==> config.mk <==
export PLATFORM = sky130hd
export DESIGN_NAME = dma_bank_copy
export DESIGN_NICKNAME = d
export VERILOG_FILES = /design/src/rtl/dma_bank_copy_pkg.sv /design/src/rtl/dma_cfg_regs.sv /design/src/rtl/dma_sequencer.sv /design/src/rtl/dma_bus_port.sv /design/src/rtl/dma_bank_copy.sv
export SDC_FILE = /design/constraint.sdc
export NUM_CORES = 1
export LEC_CHECK = 0
export BUFFER_PORTS_ARGS = -buffer_cell sky130_fd_sc_hd__buf_2
export CAP_MARGIN = 20
export CORE_ASPECT_RATIO = 0.75
export CORE_MARGIN = 5
export CORE_UTILIZATION = 51
export DETAILED_ROUTE_END_ITERATION = 10
export MAX_ROUTING_LAYER = met4
export PLACE_DENSITY = 0.77
export SYNTH_ARGS = -nofsm -noshare
export SYNTH_HDL_FRONTEND = slang
export SYNTH_SLANG_ARGS = --single-unit
export TNS_END_PERCENT = 5
==> constraint.sdc <==
create_clock -name clk -period 2 [get_ports clk]
set_input_delay 0.2 -clock clk [delete_from_list [all_inputs] [get_ports clk]]
set_output_delay 0.2 -clock clk [all_outputs]
set_load 0.03 [all_outputs]
==> src/rtl/dma_bank_copy_pkg.sv <==
package dma_bank_copy_pkg;

  // register offsets decoded by the processor-side address map
  localparam logic [7:0] OFS_SRC_LO  = 8'h28;
  localparam logic [7:0] OFS_SRC_HI  = 8'h29;
  localparam logic [7:0] OFS_DST_LO  = 8'h2A;
  localparam logic [7:0] OFS_DST_HI  = 8'h2B;
  localparam logic [7:0] OFS_LEN_LO  = 8'h2C;
  localparam logic [7:0] OFS_LEN_HI  = 8'h2D;
  localparam logic [7:0] OFS_BANK_LO = 8'h36;
  localparam logic [7:0] OFS_BANK_HI = 8'h37;

  // bit of the length-high register that freezes the destination
  localparam int unsigned HOLD_BIT = 4;

  typedef enum logic [1:0] {
    PH_IDLE  = 2'd0,
    PH_READ  = 2'd1,
    PH_WRITE = 2'd2
  } phase_t;

endpackage

==> src/rtl/dma_cfg_regs.sv <==
module dma_cfg_regs
  import dma_bank_copy_pkg::*;
#(
  parameter int unsigned AW     = 16,
  parameter int unsigned BANK_W = 11,
  parameter int unsigned CNT_W  = 12
) (
  input  logic              clk,
  input  logic              rst_n,
  input  logic              reg_we,
  input  logic [7:0]        reg_sel,
  input  logic [7:0]        reg_wdata,
  output logic [7:0]        reg_rdata,
  input  logic              busy,
  input  logic              step,
  output logic              start,
  output logic [CNT_W-1:0]  load_len,
  output logic [AW-1:0]     src,
  output logic [AW-1:0]     dst,
  output logic [BANK_W-1:0] bank
);

  localparam int unsigned LEN_HI_W = CNT_W - 8;
  localparam int unsigned BANK_HW  = BANK_W - 8;
  localparam logic [AW-1:0] SRC_ALL1   = {AW{1'b1}};
  localparam logic [AW-1:0] WIN_BASE   = {1'b1, {(AW-1){1'b0}}};

  logic [AW-1:0]       src_q, src_d;
  logic [AW-1:0]       dst_q, dst_d;
  logic [BANK_W-1:0]   bank_q, bank_d;
  logic [LEN_HI_W-1:0] len_hi_q, len_hi_d;
  logic                hold_q, hold_d;
  logic                wr_ok;

  assign wr_ok    = reg_we && !busy;
  assign start    = wr_ok && (reg_sel == OFS_LEN_LO);
  assign load_len = {len_hi_q, reg_wdata};

  // next-state logic: software writes when idle, pointer advance per byte
  always_comb begin
    src_d    = src_q;
    dst_d    = dst_q;
    bank_d   = bank_q;
    len_hi_d = len_hi_q;
    hold_d   = hold_q;
    if (wr_ok) begin
      case (reg_sel)
        OFS_SRC_LO:  src_d[7:0]      = reg_wdata;
        OFS_SRC_HI:  src_d[AW-1:8]   = reg_wdata;
        OFS_DST_LO:  dst_d[7:0]      = reg_wdata;
        OFS_DST_HI:  dst_d[AW-1:8]   = reg_wdata;
        OFS_BANK_LO: bank_d[7:0]     = reg_wdata;
        OFS_BANK_HI: bank_d[BANK_W-1:8] = reg_wdata[BANK_HW-1:0];
        OFS_LEN_HI: begin
          len_hi_d = reg_wdata[LEN_HI_W-1:0];
          hold_d   = reg_wdata[HOLD_BIT];
        end
        default: ;
      endcase
    end else if (step) begin
      if (src_q == SRC_ALL1) begin
        src_d  = WIN_BASE;
        bank_d = bank_q + 1'b1;
      end else begin
        src_d  = src_q + 1'b1;
      end
      if (!hold_q) begin
        dst_d = dst_q + 1'b1;
      end
    end
  end

  always_ff @(posedge clk or negedge rst_n) begin
    if (!rst_n) begin
      src_q    <= '0;
      dst_q    <= '0;
      bank_q   <= '0;
      len_hi_q <= '0;
      hold_q   <= 1'b0;
    end else begin
      src_q    <= src_d;
      dst_q    <= dst_d;
      bank_q   <= bank_d;
      len_hi_q <= len_hi_d;
      hold_q   <= hold_d;
    end
  end

  // read mux; the length registers are write-only
  always_comb begin
    case (reg_sel)
      OFS_SRC_LO:  reg_rdata = src_q[7:0];
      OFS_SRC_HI:  reg_rdata = src_q[AW-1:8];
      OFS_DST_LO:  reg_rdata = dst_q[7:0];
      OFS_DST_HI:  reg_rdata = dst_q[AW-1:8];
      OFS_BANK_LO: reg_rdata = bank_q[7:0];
      OFS_BANK_HI: reg_rdata = {{(8-BANK_HW){1'b0}}, bank_q[BANK_W-1:8]};
      default:     reg_rdata = 8'h00;
    endcase
  end

  assign src  = src_q;
  assign dst  = dst_q;
  assign bank = bank_q;

endmodule

==> src/rtl/dma_sequencer.sv <==
module dma_sequencer
  import dma_bank_copy_pkg::*;
#(
  parameter int unsigned CNT_W = 12
) (
  input  logic             clk,
  input  logic             rst_n,
  input  logic             start,
  input  logic [CNT_W-1:0] load_len,
  output logic             rd_phase,
  output logic             wr_phase,
  output logic             step,
  output logic             busy
);

  phase_t           ph_q, ph_d;
  logic [CNT_W-1:0] left_q, left_d;
  logic             left_en;

  always_comb begin
    ph_d    = ph_q;
    left_d  = left_q;
    left_en = 1'b0;
    case (ph_q)
      PH_IDLE: begin
        if (start) begin
          ph_d    = PH_READ;
          left_d  = load_len;
          left_en = 1'b1;
        end
      end
      PH_READ: begin
        ph_d = PH_WRITE;
      end
      PH_WRITE: begin
        // the copy ends once the remaining count would drop below zero
        if (left_q == '0) begin
          ph_d = PH_IDLE;
        end else begin
          ph_d    = PH_READ;
          left_d  = left_q - 1'b1;
          left_en = 1'b1;
        end
      end
      default: ph_d = PH_IDLE;
    endcase
  end

  always_ff @(posedge clk or negedge rst_n) begin
    if (!rst_n) begin
      ph_q <= PH_IDLE;
    end else begin
      ph_q <= ph_d;
    end
  end

  always_ff @(posedge clk or negedge rst_n) begin
    if (!rst_n) begin
      left_q <= '0;
    end else if (left_en) begin
      left_q <= left_d;
    end
  end

  assign rd_phase = (ph_q == PH_READ);
  assign wr_phase = (ph_q == PH_WRITE);
  assign step     = wr_phase;
  assign busy     = (ph_q != PH_IDLE);

endmodule

==> src/rtl/dma_bus_port.sv <==
module dma_bus_port #(
  parameter int unsigned AW     = 16,
  parameter int unsigned BANK_W = 11,
  parameter int unsigned DW     = 8
) (
  input  logic                   clk,
  input  logic                   rst_n,
  input  logic                   rd_phase,
  input  logic                   wr_phase,
  input  logic [AW-1:0]          src,
  input  logic [AW-1:0]          dst,
  input  logic [BANK_W-1:0]      bank,
  input  logic [DW-1:0]          m_rdata,
  output logic                   m_rd,
  output logic                   m_wr,
  output logic [AW-1:0]          m_addr,
  output logic                   m_ext_sel,
  output logic [BANK_W+AW-2:0]   m_ext_addr,
  output logic [DW-1:0]          m_wdata
);

  logic [DW-1:0] hold_q;

  // byte captured at the end of the read cycle, driven in the write cycle
  always_ff @(posedge clk or negedge rst_n) begin
    if (!rst_n) begin
      hold_q <= '0;
    end else if (rd_phase) begin
      hold_q <= m_rdata;
    end
  end

  assign m_rd       = rd_phase;
  assign m_wr       = wr_phase;
  assign m_addr     = wr_phase ? dst : src;
  assign m_ext_sel  = rd_phase && src[AW-1];
  assign m_ext_addr = {bank, src[AW-2:0]};
  assign m_wdata    = hold_q;

endmodule

==> src/rtl/dma_bank_copy.sv <==
module dma_bank_copy #(
  parameter int unsigned AW     = 16,
  parameter int unsigned BANK_W = 11,
  parameter int unsigned CNT_W  = 12,
  parameter int unsigned DW     = 8
) (
  input  logic                 clk,
  input  logic                 rst_n,
  input  logic                 reg_we,
  input  logic [7:0]           reg_sel,
  input  logic [7:0]           reg_wdata,
  output logic [7:0]           reg_rdata,
  output logic                 busy,
  output logic                 m_rd,
  output logic                 m_wr,
  output logic [AW-1:0]        m_addr,
  output logic                 m_ext_sel,
  output logic [BANK_W+AW-2:0] m_ext_addr,
  output logic [DW-1:0]        m_wdata,
  input  logic [DW-1:0]        m_rdata
);

  logic             start;
  logic             step;
  logic             rd_phase;
  logic             wr_phase;
  logic [CNT_W-1:0] load_len;
  logic [AW-1:0]    src;
  logic [AW-1:0]    dst;
  logic [BANK_W-1:0] bank_q;

  dma_cfg_regs #(.AW(AW), .BANK_W(BANK_W), .CNT_W(CNT_W)) u_regs (
    .clk      (clk),
    .rst_n    (rst_n),
    .reg_we   (reg_we),
    .reg_sel  (reg_sel),
    .reg_wdata(reg_wdata),
    .reg_rdata(reg_rdata),
    .busy     (busy),
    .step     (step),
    .start    (start),
    .load_len (load_len),
    .src      (src),
    .dst      (dst),
    .bank     (bank_q)
  );

  dma_sequencer #(.CNT_W(CNT_W)) u_seq (
    .clk     (clk),
    .rst_n   (rst_n),
    .start   (start),
    .load_len(load_len),
    .rd_phase(rd_phase),
    .wr_phase(wr_phase),
    .step    (step),
    .busy    (busy)
  );

  dma_bus_port #(.AW(AW), .BANK_W(BANK_W), .DW(DW)) u_bus (
    .clk       (clk),
    .rst_n     (rst_n),
    .rd_phase  (rd_phase),
    .wr_phase  (wr_phase),
    .src       (src),
    .dst       (dst),
    .bank      (bank_q),
    .m_rdata   (m_rdata),
    .m_rd      (m_rd),
    .m_wr      (m_wr),
    .m_addr    (m_addr),
    .m_ext_sel (m_ext_sel),
    .m_ext_addr(m_ext_addr),
    .m_wdata   (m_wdata)
  );

endmodule

==> metrics.yaml <==
placement:
  post-dp-hpwl_mm: 12.04
  io_buffers: 88
  place_congestion: 1.007
clock_tree:
  cts.clk_slew.worst_paths_ns: 0.06
  insertion_delay_ns: 0.34
  cts_sinks: 70
  max-clock-path-buffers: 2
  cts-root-buf: "clkbuf_16"
  cts_buffers: 9
  htree_levels: 3
  cts_tree: "yes"
floorplanning:
  row_count: 30
  dieArea_um2: 11450
  pin_count: 89
  coreArea_um2: 9121
  die_w_um: 121.9
  initial_utilization: 0.5251
  die_y_um: 93.93
sta:
  final.setup.tns_ns: -0.2857
  finalHoldViolCount: 0
  worst_slack_ns: -0.1267
  worst_pin_slew_ns: 0.4569
  finalClockSkew_ns: 0.007288
  finalSetupViolations: 6
  max_freq_mhz: 470.2
  post-route-period-util: 1.063
  slew_violations: 0
  slew_headroom: 0.6943
  period_minus_slack_ns: 2.127
  rsz0062_at_grt: "true"
route:
  drc: 0
  dr.pass1.iters: 6
  avgViaCountPerCell: 6.479
  ant_nets: 0
  vias: 5313
  drt_wl_total_mm: 16.83
  wl_per_cell_um: 20.52
  drt_iter0_drc: 664
yosys:
  yosysUniqueCellTypes: 69
  synth_top_area_frac: 0.3657
  yosys-top-cells-count: "nand2_1 (86), dfrtp_1 (70), a21oi_1 (52), o21ai_0 (29), nor2_1 (28)"
  synthMostInstantiatedCell: "nand2_1"
  syn_nets: 586
  synthTopCellsByArea: "dfrtp_1 (37%), nand2_1 (6.7%), a21oi_1 (5.4%)"
  seq_area_frac_synth: 0.3657
  synth.avg_cell_area_um2: 8.645
  netlist_area_um2: 4790
  synthCells: 554
  ys_async_sr_fraction: 1.000
  synth_flop_cell: "dfrtp_1"
  synth_edf_count: 0
  synth_top_area_cell: "dfrtp_1"
  synth_seq_cells: 70
  ys_warn_count: 0
global_routing:
  track_usage: 0.3052
  overflow: 0
  grt_pass1_vias: 4878
  grt_pass1_wl_mm: 26.16
  antenna_found_initial: 0
  grt_start_max_net_pins: 71
setup_path:
  cp-end-kind: "primary output"
  critPathArrivalTime_ns: 1.93
  start_kind: "flop"
  timing_worst_setup_path_type: "reg2out"
  critPathRequiredTime_ns: 1.80
  r2r_slack_ns: -0.09
  r2r_cells: 7
  r2r-end: "u_seq.left_q[10]"
  worstReg2RegStart: "u_seq.left_q[0]"
  crit_path_max_fanout: 6
  cp-startpoint: "u_regs.src[2]"
  cp-endpoint: "reg_rdata[2]"
pwr:
  peakVddDrop_v: 0.0004961
  cellLeakagePower_nw: 2.945
  powerDensity_nw_per_um2: 792.7
worst_hold_path:
  hold_depth: 2
  hp-class: "in2reg"
layout:
  num-fill-cells: 730
  n_antenna_cell: 0
  register_area_um2: 1758
  multiInputGateArea_um2: 2796
  area_delta_synth_final_pct: 30.59
  final_core_util: 0.6857
  drive_gt1_frac: 0.3598
  fin_nets: 719
flow_run:
  maxCapViolCount: 0
status:
  status: "finished, violations left"
  failed_checks: "setup timing"
[critical path, stage by stage, from the launching register on]
cell and delay, ns:
dfrtp_2 0.44, mux4_2 0.54, a222oi_1 0.36, inv_1 0.10, buf_6 0.15
[area by class of cell]
type / count / area share
Tap cell: 128 / 0.02561
Clock inverter: 6 / 0.02140
Sequential cell: 70 / 0.2811
Multi-Input combinational cell: 420 / 0.4471
Timing Repair Buffer: 174 / 0.1804
Inverter: 12 / 0.007802
Clock buffer: 10 / 0.03661
[worst min-delay path by stage]
stage / start / end / slack (ns)
2_1_floorplan: rst_n / u_bus.m_wdata[0] / -0.1
3_3_place_gp: rst_n / u_bus.m_wdata[7] / 0.26
3_5_place_dp: rst_n / u_bus.m_wdata[7] / 0.26
4_1_cts: m_rdata[0] / u_bus.m_wdata[0] / 0.08
5_1_grt: m_rdata[7] / u_bus.m_wdata[7] / 0.09
6_report: m_rdata[0] / u_bus.m_wdata[0] / 0.09
[metrics by stage]
step,worst slack [ns],area [um2],hold WS (ns),power (mW),std cells
after floorplan,-0.1382,4791,-0.09559,2.455,554
after global placement,-0.08059,5728,0.2611,2.865,796
after detailed placement,-0.1495,5728,0.2603,2.886,796
after CTS,-0.09343,6145,0.08366,4.882,814
after global routing,-0.2237,6255,0.08966,5.149,820
final,-0.1267,6255,0.08925,4.958,820
[power breakdown]
part	internal, mW	total [mW]	switching, mW	leakage, nW
combinational	0.460	1.20	0.741	1.89
clock	1.35	1.98	0.638	0.177
sequential	1.56	1.77	0.217	0.875
[kinds of logic after synthesis]
logic type	after synthesis	synth area share
simple gates	212	0.2351
compound gates	180	0.2487
flops	70	0.3657
buf+inv	64	0.06479
mux	23	0.07262
fa+ha+maj	5	0.01306
[cells in the final DEF, fill, tap and decap left out, drive strengths merged, types with 10 or more instances in the layout]
cell type,count
nand2,86
inv,11
mux2,14
nand3,17
nor2,28
o22a,14
a21oi,52
dfrtp,70
a31oi,17
clkbuf,10
nand4,14
o21ai,30
buf,173
[state kept, by name, summed over array words and instances (netlist names)]
register and count:
u_bus.m_wdata 8, u_regs.bank 11, u_regs.dst 16, u_regs.hold_q 1, u_regs.len_hi_q 4, u_regs.src 16, u_seq.left_q 12, u_seq.ph_q 2
[repair_timing]
action                                 in CTS  in global routing
resized for setup                          11                 23
pin swaps                                   2                  2
endpoints found under the hold margin      70                  0
setup buffers                               1                  6
setup endpoints to repair                  22                 53
hold buffers                                1                  0
[per-layer routing]
metal | GRT usage | part of all wire | vias to the layer above
li1 | - | - | 2334
met3 | 0.09151 | 0.13 | 63
met1 | 0.4166 | 0.41 | 2536
met5 | - | 0 | -
met4 | 0.08955 | 0.027 | 0
met2 | 0.4407 | 0.43 | 380
(Power assumes the default switching activity.)
